**src/rtl/spim_pkg.sv**
```systemverilog
package spim_pkg;

    localparam int DATA_W = 32;   // widest word
    localparam int HALF_W = 3;    // half-period counter width
    localparam int BITS_W = 6;    // bit counter width (holds DATA_W)
    localparam int CTRL_W = 10;   // writable control bits

    localparam logic [1:0] ADDR_CTRL = 2'd0;
    localparam logic [1:0] ADDR_DATA = 2'd1;
    localparam logic [1:0] ADDR_CLR  = 2'd2;

    typedef enum logic [1:0] {
        ENG_IDLE,
        ENG_LEAD,
        ENG_TRAIL
    } eng_state_e;

    typedef struct packed {
        logic       irq_en;   // bit 9
        logic       fifo_sel; // bit 8, stored only
        logic [1:0] width;    // bits 7:6
        logic       cpha;     // bit 5
        logic       cpol;     // bit 4
        logic [1:0] rate;     // bits 3:2
        logic       hold;     // bit 1
        logic       on;       // bit 0
    } ctrl_t;

    function automatic logic [HALF_W-1:0] half_cycles(input logic [1:0] rate);
        case (rate)
            2'd0:    return HALF_W'(4);
            2'd1:    return HALF_W'(2);
            2'd2:    return HALF_W'(1);
            default: return HALF_W'(7);
        endcase
    endfunction

    function automatic logic [BITS_W-1:0] word_bits(input logic [1:0] width);
        case (width)
            2'd0:    return BITS_W'(8);
            2'd1:    return BITS_W'(16);
            default: return BITS_W'(DATA_W);
        endcase
    endfunction

endpackage

```
**src/rtl/spim_clkdiv.sv**
```systemverilog
module spim_clkdiv #(
    parameter int CNT_W = 3
) (
    input  logic             clk,
    input  logic             rst_n,
    input  logic             run,
    input  logic [CNT_W-1:0] half,
    output logic             tick
);

    logic [CNT_W-1:0] cnt_q;

    assign tick = run && (cnt_q == half - 1'b1);

    always_ff @(posedge clk or negedge rst_n) begin
        if (!rst_n) begin
            cnt_q <= '0;
        end else if (!run || tick) begin
            cnt_q <= '0;
        end else begin
            cnt_q <= cnt_q + 1'b1;
        end
    end

    AST_CNT_BELOW_HALF: assert property (@(posedge clk) disable iff (!rst_n)
        run |-> (cnt_q < half));

endmodule

```
**src/rtl/spim_engine.sv**
```systemverilog
module spim_engine
    import spim_pkg::*;
(
    input  logic              clk,
    input  logic              rst_n,
    input  logic              active,
    input  logic              start,
    input  logic [DATA_W-1:0] start_word,
    input  logic [BITS_W-1:0] nbits,
    input  logic              cpol,
    input  logic              cpha,
    input  logic              tick,
    input  logic              miso_i,
    output logic              busy,
    output logic              sck_o,
    output logic              mosi_o,
    output logic              done_pulse,
    output logic [DATA_W-1:0] rx_word
);

    eng_state_e        state_q, state_d;
    logic [DATA_W-1:0] tx_sh, rx_sh, aligned, rx_in;
    logic [BITS_W-1:0] bits_left;
    logic              mosi_q;

    assign aligned    = start_word << (BITS_W'(DATA_W) - nbits);
    assign rx_in      = {rx_sh[DATA_W-2:0], miso_i};
    assign busy       = (state_q != ENG_IDLE);
    assign sck_o      = cpol ^ (state_q == ENG_TRAIL);
    assign mosi_o     = mosi_q;
    assign done_pulse = (state_q == ENG_TRAIL) && active && tick && (bits_left == BITS_W'(1));

    always_comb begin
        state_d = state_q;
        unique case (state_q)
            ENG_IDLE:  if (start && active) state_d = ENG_LEAD;
            ENG_LEAD:  if (!active) state_d = ENG_IDLE;
                       else if (tick) state_d = ENG_TRAIL;
            ENG_TRAIL: if (!active) state_d = ENG_IDLE;
                       else if (tick) state_d = (bits_left == BITS_W'(1)) ? ENG_IDLE : ENG_LEAD;
            default:   state_d = ENG_IDLE;
        endcase
    end

    always_ff @(posedge clk or negedge rst_n) begin
        if (!rst_n) state_q <= ENG_IDLE;
        else        state_q <= state_d;
    end

    always_ff @(posedge clk or negedge rst_n) begin
        if (!rst_n) begin
            tx_sh     <= '0;
            rx_sh     <= '0;
            bits_left <= '0;
            mosi_q    <= 1'b0;
            rx_word   <= '0;
        end else begin
            unique case (state_q)
                ENG_IDLE: begin
                    if (start && active) begin
                        tx_sh     <= aligned;
                        rx_sh     <= '0;
                        bits_left <= nbits;
                        mosi_q    <= aligned[DATA_W-1];
                    end
                end
                ENG_LEAD: begin
                    if (active && tick) begin
                        if (!cpha) rx_sh  <= rx_in;
                        else       mosi_q <= tx_sh[DATA_W-1];
                    end
                end
                ENG_TRAIL: begin
                    if (active && tick) begin
                        tx_sh     <= tx_sh << 1;
                        bits_left <= bits_left - 1'b1;
                        if (cpha) rx_sh  <= rx_in;
                        else      mosi_q <= tx_sh[DATA_W-2];
                        if (bits_left == BITS_W'(1)) rx_word <= cpha ? rx_in : rx_sh;
                    end
                end
                default: ;
            endcase
        end
    end

    AST_SCK_MOVES_ON_TICK: assert property (@(posedge clk) disable iff (!rst_n)
        (busy && active && tick) |=> (sck_o != $past(sck_o)));
    AST_SCK_STEADY_BETWEEN: assert property (@(posedge clk) disable iff (!rst_n)
        (busy && active && !tick) |=> (sck_o == $past(sck_o)));

endmodule

```
**src/rtl/spim_ctrl.sv**
```systemverilog
module spim_ctrl
    import spim_pkg::*;
(
    input  logic        clk,
    input  logic        rst_n,
    input  logic        bus_wr,
    input  logic [1:0]  bus_addr,
    input  logic [31:0] bus_wdata,
    output logic [31:0] bus_rdata,
    output logic        irq_o,
    output logic        sck_o,
    output logic        mosi_o,
    input  logic        miso_i
);

    ctrl_t             ctrl_q;
    logic              done_q;
    logic              busy, active, tick, done_pulse, start;
    logic              wr_ctrl, wr_clr;
    logic [DATA_W-1:0] rx_word;

    assign active  = ctrl_q.on && !ctrl_q.hold;
    assign wr_ctrl = bus_wr && (bus_addr == ADDR_CTRL);
    assign wr_clr  = bus_wr && (bus_addr == ADDR_CLR) && bus_wdata[0];
    assign start   = bus_wr && (bus_addr == ADDR_DATA) && !busy;
    assign irq_o   = done_q && ctrl_q.irq_en;

    always_ff @(posedge clk or negedge rst_n) begin
        if (!rst_n) begin
            ctrl_q <= '0;
        end else if (wr_ctrl) begin
            if (busy) begin
                ctrl_q.on   <= bus_wdata[0];
                ctrl_q.hold <= bus_wdata[1];
            end else begin
                ctrl_q <= bus_wdata[CTRL_W-1:0];
            end
        end
    end

    always_ff @(posedge clk or negedge rst_n) begin
        if (!rst_n)          done_q <= 1'b0;
        else if (done_pulse) done_q <= 1'b1;
        else if (wr_clr)     done_q <= 1'b0;
    end

    always_comb begin
        unique case (bus_addr)
            ADDR_CTRL: bus_rdata = {20'b0, busy, done_q, ctrl_q};
            ADDR_DATA: bus_rdata = rx_word;
            default:   bus_rdata = '0;
        endcase
    end

    spim_clkdiv #(.CNT_W(HALF_W)) div_i (
        .clk   (clk),
        .rst_n (rst_n),
        .run   (busy),
        .half  (half_cycles(ctrl_q.rate)),
        .tick  (tick)
    );

    spim_engine eng_i (
        .clk        (clk),
        .rst_n      (rst_n),
        .active     (active),
        .start      (start),
        .start_word (bus_wdata),
        .nbits      (word_bits(ctrl_q.width)),
        .cpol       (ctrl_q.cpol),
        .cpha       (ctrl_q.cpha),
        .tick       (tick),
        .miso_i     (miso_i),
        .busy       (busy),
        .sck_o      (sck_o),
        .mosi_o     (mosi_o),
        .done_pulse (done_pulse),
        .rx_word    (rx_word)
    );

    AST_INACTIVE_STOPS: assert property (@(posedge clk) disable iff (!rst_n)
        !active |=> !busy);
    AST_DONE_AT_END: assert property (@(posedge clk) disable iff (!rst_n)
        ($fell(busy) && active) |-> done_q);
    AST_DONE_STICKY: assert property (@(posedge clk) disable iff (!rst_n)
        (done_q && !wr_clr) |=> done_q);
    AST_CFG_FROZEN: assert property (@(posedge clk) disable iff (!rst_n)
        busy |=> (!busy || $stable(ctrl_q[CTRL_W-1:2])));
    AST_IDLE_LEVEL: assert property (@(posedge clk) disable iff (!rst_n)
        !busy |-> (sck_o == ctrl_q.cpol));

endmodule

```
**config.mk**
```make
export PLATFORM = sky130hd
export DESIGN_NAME = spim_ctrl
export DESIGN_NICKNAME = d
export VERILOG_FILES = /design/src/rtl/spim_pkg.sv /design/src/rtl/spim_clkdiv.sv /design/src/rtl/spim_engine.sv /design/src/rtl/spim_ctrl.sv
export SDC_FILE = /design/constraint.sdc
export NUM_CORES = 1
export LEC_CHECK = 0
export BUFFER_PORTS_ARGS = -buffer_cell sky130_fd_sc_hd__buf_4
export CORE_ASPECT_RATIO = 2
export CORE_UTILIZATION = 60
export DETAILED_ROUTE_END_ITERATION = 6
export HOLD_SLACK_MARGIN = 0.06
export PLACE_DENSITY = 0.81
export SYNTH_ARGS = -nofsm -noshare
export SYNTH_HDL_FRONTEND = slang
export SYNTH_SLANG_ARGS = --single-unit
```
**constraint.sdc**
```tcl
create_clock -name clk -period 6.35 [get_ports clk]
set_clock_uncertainty 0.05 [all_clocks]
set_input_delay 0 -clock clk [delete_from_list [all_inputs] [get_ports clk]]
set_output_delay 0 -clock clk [all_outputs]
set_load 0.02 [all_outputs]
```
==> flow_summary.json, run 1 <==
{
  "outcome": "completed",
  "cap_violations": 0,
  "tightest_slew_ns": 1.064,
  "crit_chain": "nor2_2 -> buf_4 -> inv_1 -> ha_1 -> nor4_1 -> a22oi_1 -> nand2_1",
  "ant_nets": 0,
  "reg2reg_slack_ns": 2.95,
  "firstDrtPassIters": 6,
  "slew_viol_final": 0,
  "antenna_found_initial": 0,
  "num-nets-final": 740,
  "coreArea_mm2": 0.01095,
  "slowest_delay_ns": 1.01,
  "crit_fanout": 26,
  "portBuffers": 72,
  "drive_gt1_frac": 0.2997,
  "cp-start-kind": "flip-flop",
  "fp.dieW_um": 77.04,
  "yosys.area.top_type": "dfrtp_1",
  "end_kind": "flip-flop",
  "crit_family": "simple AND/OR/NAND/NOR gates",
  "post-dp-hpwl_mm": 10.86,
  "fillers": 793,
  "fmax_mhz": 294.0,
  "p_total_mw": 3.315,
  "leakagePower_nw": 3.861,
  "finalHoldViolations": 0,
  "yosys-top-cells-area": "dfrtp_1 (44%), mux2_2 (16%), mux2i_1 (9.2%), a22oi_1 (4.6%), nor2b_1 (3.4%)",
  "via_per_inst": 6.039,
  "rows": 54,
  "final.setup.tns_ns": 0,
  "relSlewSlack": 0.2893,
  "vias": 5097,
  "worstReg2RegStart": "ctrl_q[7]",
  "start_util": 0.6174,
  "synth_nets": 669,
  "wl_mm": 16.18,
  "criticalPathCategory": "flip-flop to flip-flop",
  "drtIter0Drc": 279,
  "fin_hold_ws_ns": 0.08423,
  "track_usage": 0.2947,
  "synth_seq_cells": 119,
  "clk_pin_slew_ns": 0.06,
  "arrival_ns": 3.70,
  "dieArea_mm2": 0.01172,
  "hold_buffers": 20,
  "yosysSeqAreaShare": 0.4407,
  "overflow": 0,
  "yosysWarningCount": 0,
  "cts_buffers": 17,
  "synth_top_area_frac": 0.4407,
  "finalCritPeriodShare": 0.5356,
  "ys_types": 42,
  "clock-sinks": 119,
  "place.gp.congestion": 0.9194,
  "routedWlPerCell_um": 19.17,
  "cts-root-buf": "clkbuf_16",
  "syn_area_per_cell_um2": 10.90,
  "first_global_vias": 5477,
  "hold_path_class": "primary input to async pin",
  "period_needed_ns": 3.401,
  "drc_errors": 0,
  "grt_pass1_wl_mm": 26.72,
  "ctsResizeCount": 0,
  "cts_setup_buffers": 0,
  "r2r_cells": 7,
  "syn2layout_area_growth_pct": 19.81,
  "cts_tree": "yes",
  "netlist_area_mm2": 0.006758,
  "power.ir.vdd_worst_mv": 0.3244,
  "grt_max_degree": 74,
  "cts_buffer_depth": 2,
  "rsz0062_at_grt": "false",
  "crit_required_ns": 6.65,
  "die_y_um": 152.1,
  "finalSetupViolCount": 0,
  "htree_levels": 4,
  "rr_endpoint": "eng_i.tx_sh[7]",
  "crit_slowest_cell": "nor4_1",
  "clock_latency_ns": 0.41,
  "netlist_instances": 620,
  "path_buf_inv": 2,
  "diodes": 0,
  "p_per_area_mw_per_mm2": 409.4,
  "ios": 73
}
[power breakdown]
group,internal [mW],switching (mW),leakage (nW)
logic,0.559,0.787,1.98
clock network,0.597,0.341,0.271
registers,0.910,0.122,1.61
[cell families after synthesis]
group,Yosys count,synth area share
AO/OA/AOI/OAI,98,0.1020
XOR/XNOR,4,0.005185
buffers and inverters,55,0.03759
multiplexers,165,0.2635
adder cells (fa/ha/maj),11,0.02037
flip-flops,119,0.4407
AND/OR/NAND/NOR,168,0.1307
[state kept, by name (all words and copies together), names as in the netlist]
signal           cells
eng_i.mosi_o         1
eng_i.state_q        2
ctrl_q              10
eng_i.tx_sh         32
eng_i.rx_word       32
done_q               1
div_i.cnt_q          3
eng_i.bits_left      6
eng_i.rx_sh         32
[synth_stat cells]
cell type and count:
a221oi_4 1, a22oi_1 41, a221oi_1 2, o21a_1 1, ha_1 11, nor4_1 1, buf_6 3, nor4_4 1
nand4_1 2, mux2_2 95, o22ai_1 8, a311oi_1 1, nor3_1 7, dfrtp_1 119, o21ai_0 27, nor2_1 27
and3b_1 1, xor2_1 3, mux2_1 8, nand3b_1 2, buf_2 20, a31oi_1 1, and2_1 24, o21ai_1 1
a221o_1 8, a21oi_1 3, mux2i_1 62, nor3b_2 1, nand2_1 54, xnor2_1 1, clkbuf_1 20, nor2b_1 37
nand2b_1 2, and4b_1 1, nor3b_1 2, a211oi_1 2, nand3_1 3, a21o_1 2, nand4_4 1, and3_1 2
inv_1 8, buf_1 4
[per-stage QoR]
step / area [um2] / util / setup WS [ns] / cells
2_1_floorplan: 6758 / - / 3.762 / 620
3_3_place_gp: 7311 / 0.6679 / 3.201 / 792
3_5_place_dp: 7311 / 0.6679 / 3.039 / 792
4_1_cts: 8097 / 0.7397 / 2.989 / 844
5_1_grt: 8097 / 0.7397 / 2.684 / 844
6_report: 8097 / 0.7397 / 2.949 / 844
[placed cells by master, fill, tap and decap left out, types with 10 or more instances in the layout]
cell type,count
nand2_1,54
mux2_2,95
clkbuf_16,17
buf_4,79
nor2b_1,37
ha_1,10
o21ai_0,27
nor2_1,26
and2_1,24
a22oi_1,41
mux2i_1,62
dfrtp_1,119
dlygate4sd3_1,20
[worst max-delay path by stage]
| stage | startpoint | end | slack (ns) | depth (start not counted) |
|---|---|---|---|---|
| 3_3_place_gp | ctrl_q[7] | eng_i.tx_sh[1] | 3.20 | 7 |
| 2_1_floorplan | ctrl_q[7] | eng_i.tx_sh[1] | 3.76 | 8 |
| 5_1_grt | ctrl_q[7] | eng_i.tx_sh[6] | 2.68 | 7 |
| 3_5_place_dp | ctrl_q[7] | eng_i.tx_sh[7] | 3.04 | 7 |
| 6_report | ctrl_q[7] | eng_i.tx_sh[7] | 2.95 | 7 |
| 4_1_cts | ctrl_q[7] | eng_i.tx_sh[7] | 2.99 | 7 |
[routing by layer]
metal,vias to the layer above,part of all wire,GRT usage
met3,41,0.033,0.05526
met1,2539,0.36,0.3058
met5,-,0,0
li1,2352,-,-
met4,0,0.044,0.1581
met2,165,0.56,0.5459
[area by class of cell]
type	count	area, um2	share of cell area
timing repair buffer	99	793.3	0.09798
sequential	119	2978	0.3678
inverter	8	30.03	0.003709
tap	140	175.2	0.02163
clock inverter	11	125.1	0.01545
multi-input combinational	446	3535	0.4366
clock buffer	21	460.4	0.05687
Note: power is estimated with default switching activity, not from simulation.
==> inputs of run 2 (changes only) <==
--- a/config.mk
+++ b/config.mk
@@ -5,6 +5,7 @@
 export SDC_FILE = /design/constraint.sdc
 export NUM_CORES = 1
 export LEC_CHECK = 0
+export ABC_AREA = 1
 export BUFFER_PORTS_ARGS = -buffer_cell sky130_fd_sc_hd__buf_4
 export CORE_ASPECT_RATIO = 2
 export CORE_UTILIZATION = 60
==> constraint.sdc (replaced) <==
create_clock -name clk -period 3.3 [get_ports clk]
set_clock_uncertainty 0.05 [all_clocks]
set_input_delay 0 -clock clk [delete_from_list [all_inputs] [get_ports clk]]
set_output_delay 0 -clock clk [all_outputs]
set_load 0.02 [all_outputs]
==> run 2 against run 1 <==
Net effect: die area grew 3.7%; register-to-register slack lost 2.5 ns; routed wire length grew 24%; clock power grew 120%; synthesized cell count grew 63%; combinational power grew to 2.9 times the previous value; clock-buffer cell count is the same; hold slack gained 0.017 ns; critical endpoint is now eng_i.tx_sh[29].
==> flow_summary.json, run 2 <==
{
  "reg_top3": "eng_i.rx_sh x32, eng_i.rx_word x32, eng_i.tx_sh x32",
  "synth_nets": 1058,
  "regArea_mm2": 0.002979,
  "place.gp.congestion": 0.9697,
  "netlist_area_mm2": 0.007013,
  "firstDrtPassIters": 5,
  "start_util": 0.6176,
  "netlist_instances": 1009,
  "cts_setup_buffers": 0,
  "power.ir.vdd_worst_mv": 0.8299,
  "layout_setup_ws_ns": 0.4381,
  "leakagePower_nw": 4.097,
  "yosys-top-cells-area": "dfrtp_1 (42%), nand2_1 (20%), o21ai_0 (6.6%), nand3_1 (6.4%), inv_1 (4.8%)",
  "finalHoldViolations": 0,
  "finalSetupViolCount": 0,
  "vias": 7132,
  "synth_top_area_frac": 0.4246,
  "ys_types": 30,
  "fin_hold_ws_ns": 0.1015,
  "syn2layout_area_growth_pct": 22.23,
  "r2r_cells": 12,
  "antenna_found_initial": 0,
  "overflow": 0,
  "yosysWarningCount": 0,
  "syn_area_per_cell_um2": 6.950,
  "clock_latency_ns": 0.42,
  "cap_violations": 0,
  "drtIter0Drc": 708,
  "fmax_mhz": 349.4,
  "diodes": 0,
  "criticalPathCategory": "flip-flop to flip-flop",
  "ios": 73,
  "cts_buffers": 17,
  "rsz0062_at_grt": "false",
  "postSynth.asyncResetShare": 1.000,
  "synth_seq_cells": 119,
  "critPathLaunch": "ctrl_q[7]",
  "clk_pin_slew_ns": 0.06,
  "crit_required_ns": 3.56,
  "rr_endpoint": "eng_i.tx_sh[29]",
  "fillers": 867,
  "fin_util": 0.7549,
  "crit_end": "eng_i.tx_sh[29]",
  "synth_common_cells": "nand2_1 (371), dfrtp_1 (119), o21ai_0 (92), nand3_1 (90), inv_1 (89)",
  "yosys.area.top_type": "dfrtp_1",
  "portBuffers": 72,
  "die_y_um": 154.9,
  "synth.most_common_cell": "nand2_1",
  "cts-root-buf": "clkbuf_16",
  "coreArea_mm2": 0.01135,
  "final_common_cell": "nand2_1",
  "yosysSeqAreaShare": 0.4246,
  "slew_viol_final": 0,
  "first_global_vias": 7051,
  "period_needed_ns": 2.862,
  "relSlewSlack": 0.3707,
  "cts_buffer_depth": 2,
  "ant_nets": 0,
  "track_usage": 0.3502,
  "finalCritPeriodShare": 0.8673,
  "tightest_slew_ns": 0.9429,
  "p_per_area_mw_per_mm2": 937.9,
  "place_ws_ns": 0.7989,
  "drc_errors": 0,
  "layout_common_cells": "nand2_1 (371), dfrtp_1 (118), o21ai_0 (92)",
  "ctsResizeCount": 0,
  "worstReg2RegStart": "ctrl_q[7]",
  "final.setup.tns_ns": 0,
  "synth_edf_count": 0,
  "arrival_ns": 3.12,
  "dieArea_mm2": 0.01215,
  "wl_mm": 20.02,
  "num-nets-final": 1141,
  "clock-sinks": 119,
  "p_total_mw": 8.040,
  "drive_gt1_frac": 0.1222,
  "end_kind": "flip-flop",
  "hold_path_class": "primary input to flip-flop",
  "fp.dieW_um": 78.45,
  "via_per_inst": 5.719,
  "htree_levels": 4,
  "cts_tree": "yes",
  "multiInputGateArea_mm2": 0.003351,
  "crit_fanout": 22,
  "cp-start-kind": "flip-flop",
  "post-dp-hpwl_mm": 12.64,
  "rows": 55,
  "grt_max_degree": 68,
  "reg2reg_slack_ns": 0.44,
  "synth-main-ff-cell": "dfrtp_1",
  "outcome": "completed",
  "routedWlPerCell_um": 16.05,
  "hold_buffers": 40,
  "grt_pass1_wl_mm": 32.97
}
run 2: cell count changes in the layout (fill, tap and decap cells not counted), moves of 20 or more:
| cell | change |
|---|---|
| a21oi_1 | +60 |
| a22oi_1 | -40 |
| and2_1 | -24 |
| dlygate4sd3_1 | +20 |
| inv_1 | +81 |
| mux2_2 | -93 |
| mux2i_1 | -62 |
| nand2_1 | +317 |
| nand3_1 | +87 |
| nor2_1 | +32 |
| nor2b_1 | -37 |
| o21ai_0 | +65 |
run 2: layout make-up:
| type | count | area share |
|---|---|---|
| multi-input combinational | 736 | 0.3909 |
| tap | 142 | 0.02073 |
| clock inverter | 11 | 0.02292 |
| timing repair buffer | 127 | 0.1244 |
| clock buffer | 21 | 0.05371 |
| inverter | 91 | 0.03985 |
| sequential | 119 | 0.3475 |
run 2: layer usage:
metal / part of all wire / global-route usage / up-vias
met5: 0 / 0 / -
met4: 0.068 / 0.2407 / 0
met3: 0.055 / 0.05806 / 104
met2: 0.54 / 0.6362 / 370
met1: 0.34 / 0.3572 / 3285
li1: - / - / 3373
run 2: where the power goes:
group          switching, mW  internal [mW]  leakage, nW
clock network          0.688           1.38        0.302
registers              0.245           1.80         1.58
logic                   2.76           1.17         2.21
run 2: metrics by stage:
stage	area, um2	cells
2_1_floorplan	7013	1009
3_3_place_gp	7515	1175
3_5_place_dp	7515	1175
4_1_cts	8572	1247
5_1_grt	8572	1247
6_report	8572	1247
run 2: worst min path at each step:
stage | slack, ns | from | to | depth (start not counted)
6_report | 0.10 | bus_wdata[19] | eng_i.tx_sh[19] | 7
5_1_grt | 0.18 | bus_wdata[21] | eng_i.tx_sh[21] | 7
4_1_cts | 0.09 | bus_wdata[21] | eng_i.tx_sh[21] | 7
3_5_place_dp | 0.10 | rst_n | eng_i.rx_word[30] | 1
3_3_place_gp | 0.11 | rst_n | eng_i.rx_word[30] | 1
2_1_floorplan | -0.35 | rst_n | ctrl_q[0] | 0
run 2: kinds of logic (layout without fill, tap and decap cells):
| group | after synthesis | after routing | synth area share |
|---|---|---|---|
| AO/OA/AOI/OAI | 184 | 184 | 0.1370 |
| XOR/XNOR | 3 | 3 | 0.003747 |
| adder cells (fa/ha/maj) | 11 | 11 | 0.01963 |
| buffers and inverters | 154 | 250 | 0.09830 |
| flip-flops | 119 | 119 | 0.4246 |
| multiplexers | 2 | 2 | 0.003211 |
| AND/OR/NAND/NOR | 536 | 536 | 0.3135 |
run 2: critical path, cell delays in order, from the launching register on:
cell	delay [ns]
dfrtp_1	0.40
inv_1	0.14
nand2_1	0.12
ha_1	0.31
inv_1	0.06
nand2_1	0.06
buf_4	0.26
clkinv_1	0.35
o211ai_1	0.19
dlygate4sd3_1	0.57
nand3_1	0.07
nand3_1	0.10
nand2_1	0.06
==> inputs of run 3 (changes only) <==
--- a/config.mk
+++ b/config.mk
@@ -8,10 +8,9 @@
 export ABC_AREA = 1
 export BUFFER_PORTS_ARGS = -buffer_cell sky130_fd_sc_hd__buf_4
 export CORE_ASPECT_RATIO = 2
-export CORE_UTILIZATION = 60
+export CORE_UTILIZATION = 50
 export DETAILED_ROUTE_END_ITERATION = 6
-export HOLD_SLACK_MARGIN = 0.06
-export PLACE_DENSITY = 0.81
+export PLACE_DENSITY = 0.69
 export SYNTH_ARGS = -nofsm -noshare
 export SYNTH_HDL_FRONTEND = slang
 export SYNTH_SLANG_ARGS = --single-unit
==> run 3 against run 2 <==
Net effect: worst setup slack improved by 0.14 ns; first-iteration DRC count fell by 43%; sequential share of layout area rose by 0.23 points; largest power group unchanged; design area fell by 0.67%; highest routed layer unchanged; combinational power fell by 3%.
==> flow_summary.json, run 3 (synthesis gave the netlist of run 2 again) <==
{
  "outcome": "completed",
  "grt_pass1_wl_mm": 32.26,
  "first_global_vias": 6963,
  "ant_nets": 0,
  "relSlewSlack": 0.3198,
  "clk_pin_slew_ns": 0.06,
  "dpl.cell_count": 1220,
  "cts_buffers": 17,
  "met1_length_mm": 7.170,
  "final_common_cell": "nand2_1",
  "dieArea_mm2": 0.01453,
  "fmax_mhz": 367.6,
  "wl_met3_um": 672,
  "layout_common_cells": "nand2_1 (371), dfrtp_1 (118), o21ai_0 (92)",
  "path_buf_inv": 4,
  "dpl_cell_area_mm2": 0.007590,
  "finalHoldViolations": 0,
  "routedWlPerCell_um": 15.08,
  "num-nets-final": 1136,
  "crit_family": "buffers and inverters",
  "clock_latency_ns": 0.41,
  "multiInputGateArea_mm2": 0.003351,
  "cp-start-kind": "flip-flop",
  "leakagePower_nw": 4.059,
  "diodes": 0,
  "final.setup.tns_ns": 0,
  "via_per_inst": 5.310,
  "criticalPathCategory": "flip-flop to flip-flop",
  "finalSetupViolCount": 0,
  "track_usage": 0.2855,
  "slew_viol_final": 0,
  "grt_max_degree": 69,
  "routed.top_layer": "met4",
  "crit_chain": "inv_1 -> ha_2 -> buf_4 -> nor2_1 -> buf_4 -> o211ai_1 -> nand3_1 -> dlygate4sd3_1 -> nand3_1 -> nand2_1",
  "portBuffers": 72,
  "coreArea_mm2": 0.01359,
  "cts_tree": "yes",
  "cts_setup_buffers": 0,
  "hold_path_class": "primary input to flip-flop",
  "final-instance-count-excl-fill": 1286,
  "crit_required_ns": 3.55,
  "wl_met2_mm": 10.38,
  "cap_violations": 0,
  "clock-sinks": 119,
  "period_needed_ns": 2.720,
  "tightest_slew_ns": 1.019,
  "arrival_ns": 2.97,
  "syn2layout_area_growth_pct": 21.41,
  "place.gp.congestion": 0.8892,
  "firstDrtPassIters": 5,
  "die_y_um": 169.5,
  "cts-root-buf": "clkbuf_16",
  "antenna_found_initial": 0,
  "power.ir.vdd_worst_mv": 0.5131,
  "vias": 6829,
  "ios": 73,
  "fp.dieW_um": 85.75,
  "crit_slowest_cell": "buf_4",
  "reg_top3": "eng_i.rx_sh x32, eng_i.rx_word x32, eng_i.tx_sh x32",
  "post-dp-hpwl_mm": 12.85,
  "p_per_area_mw_per_mm2": 904.0,
  "crit_fanout": 61,
  "end_kind": "flip-flop",
  "wl_mm": 19.40,
  "start_util": 0.5161,
  "slowest_delay_ns": 0.58,
  "drive_gt1_frac": 0.1245,
  "rsz0062_at_grt": "false",
  "cts_buffer_depth": 2,
  "finalCritPeriodShare": 0.8244,
  "htree_levels": 4,
  "fillers": 1284,
  "fin_util": 0.6266,
  "overflow": 0,
  "drtIter0Drc": 402,
  "rows": 60,
  "regArea_mm2": 0.002979,
  "fin_area_mm2": 0.008514,
  "drc_errors": 0
}
[run 3: changes by cell type in the layout (fill, tap and decap cells not counted)]
cell / before / now
clkinv_4: 1 / 2
clkinvlp_4: 5 / 4
bufinv_16: 5 / 2
dlygate4sd3_1: 40 / 34
buf_12: 1 / 2
clkbuf_1: 2 / 1
clkinv_2: 0 / 4
[run 3: layer usage]
metal  vias up  global-route usage
met4         0              0.2058
met1      3192              0.2926
met3        65             0.03502
met2       208              0.5224
li1       3364                   -
met5         -                   0
[run 3: what timing repair did]
item | in CTS | in global routing
gates resized for setup | 0 | 0
hold endpoints to repair | 119 | 0
hold buffers | 34 | 0
[run 3: area by class of cell]
class | count | area share
clock buffers | 20 | 0.05364
clock inverters | 12 | 0.01499
inverters | 91 | 0.04012
multi-input cells | 736 | 0.3935
flip-flops and latches | 119 | 0.3499
well taps | 186 | 0.02733
repair buffers | 122 | 0.1205
[run 3: stage by stage]
stage / power (mW) / hold WS, ns / setup WS (ns)
floorplan: 4.902 / -0.3456 / 1.295
CTS: 7.685 / 0.007169 / 0.6117
detailed placement: 5.738 / -0.04940 / 0.7579
finish: 7.697 / 0.01894 / 0.5796
global placement: 5.698 / -0.05888 / 0.8231
global route: 8.234 / 0.06491 / 0.4182
[run 3: worst min-delay path, cell delays in order]
cell     delay, ns
buf_4         0.09
a21oi_1       0.06
a21oi_1       0.14
nand3_1       0.09
nand2_1       0.07
[run 3: path summary, 6_finish.rpt]
check                           cells past startpoint  slack, ns        startpoint           endpoint
worst max-delay path                               10       0.58  eng_i.state_q[0]    eng_i.tx_sh[27]
worst min-delay path                                5       0.02     bus_wdata[15]    eng_i.tx_sh[23]
worst max register to register                     10       0.58  eng_i.state_q[0]    eng_i.tx_sh[27]
worst min register to register                      2       0.41   eng_i.tx_sh[20]    eng_i.tx_sh[20]
max in group asynchronous                           3       2.32             rst_n          ctrl_q[5]
min in group asynchronous                           2       0.04             rst_n  eng_i.rx_word[30]
[run 3: report_power, final]
| group | total [mW] | internal [mW] | switching (mW) |
|---|---|---|---|
| clock network | 1.83 | 1.15 | 0.682 |
| logic | 3.83 | 1.14 | 2.69 |
| registers | 2.04 | 1.80 | 0.241 |
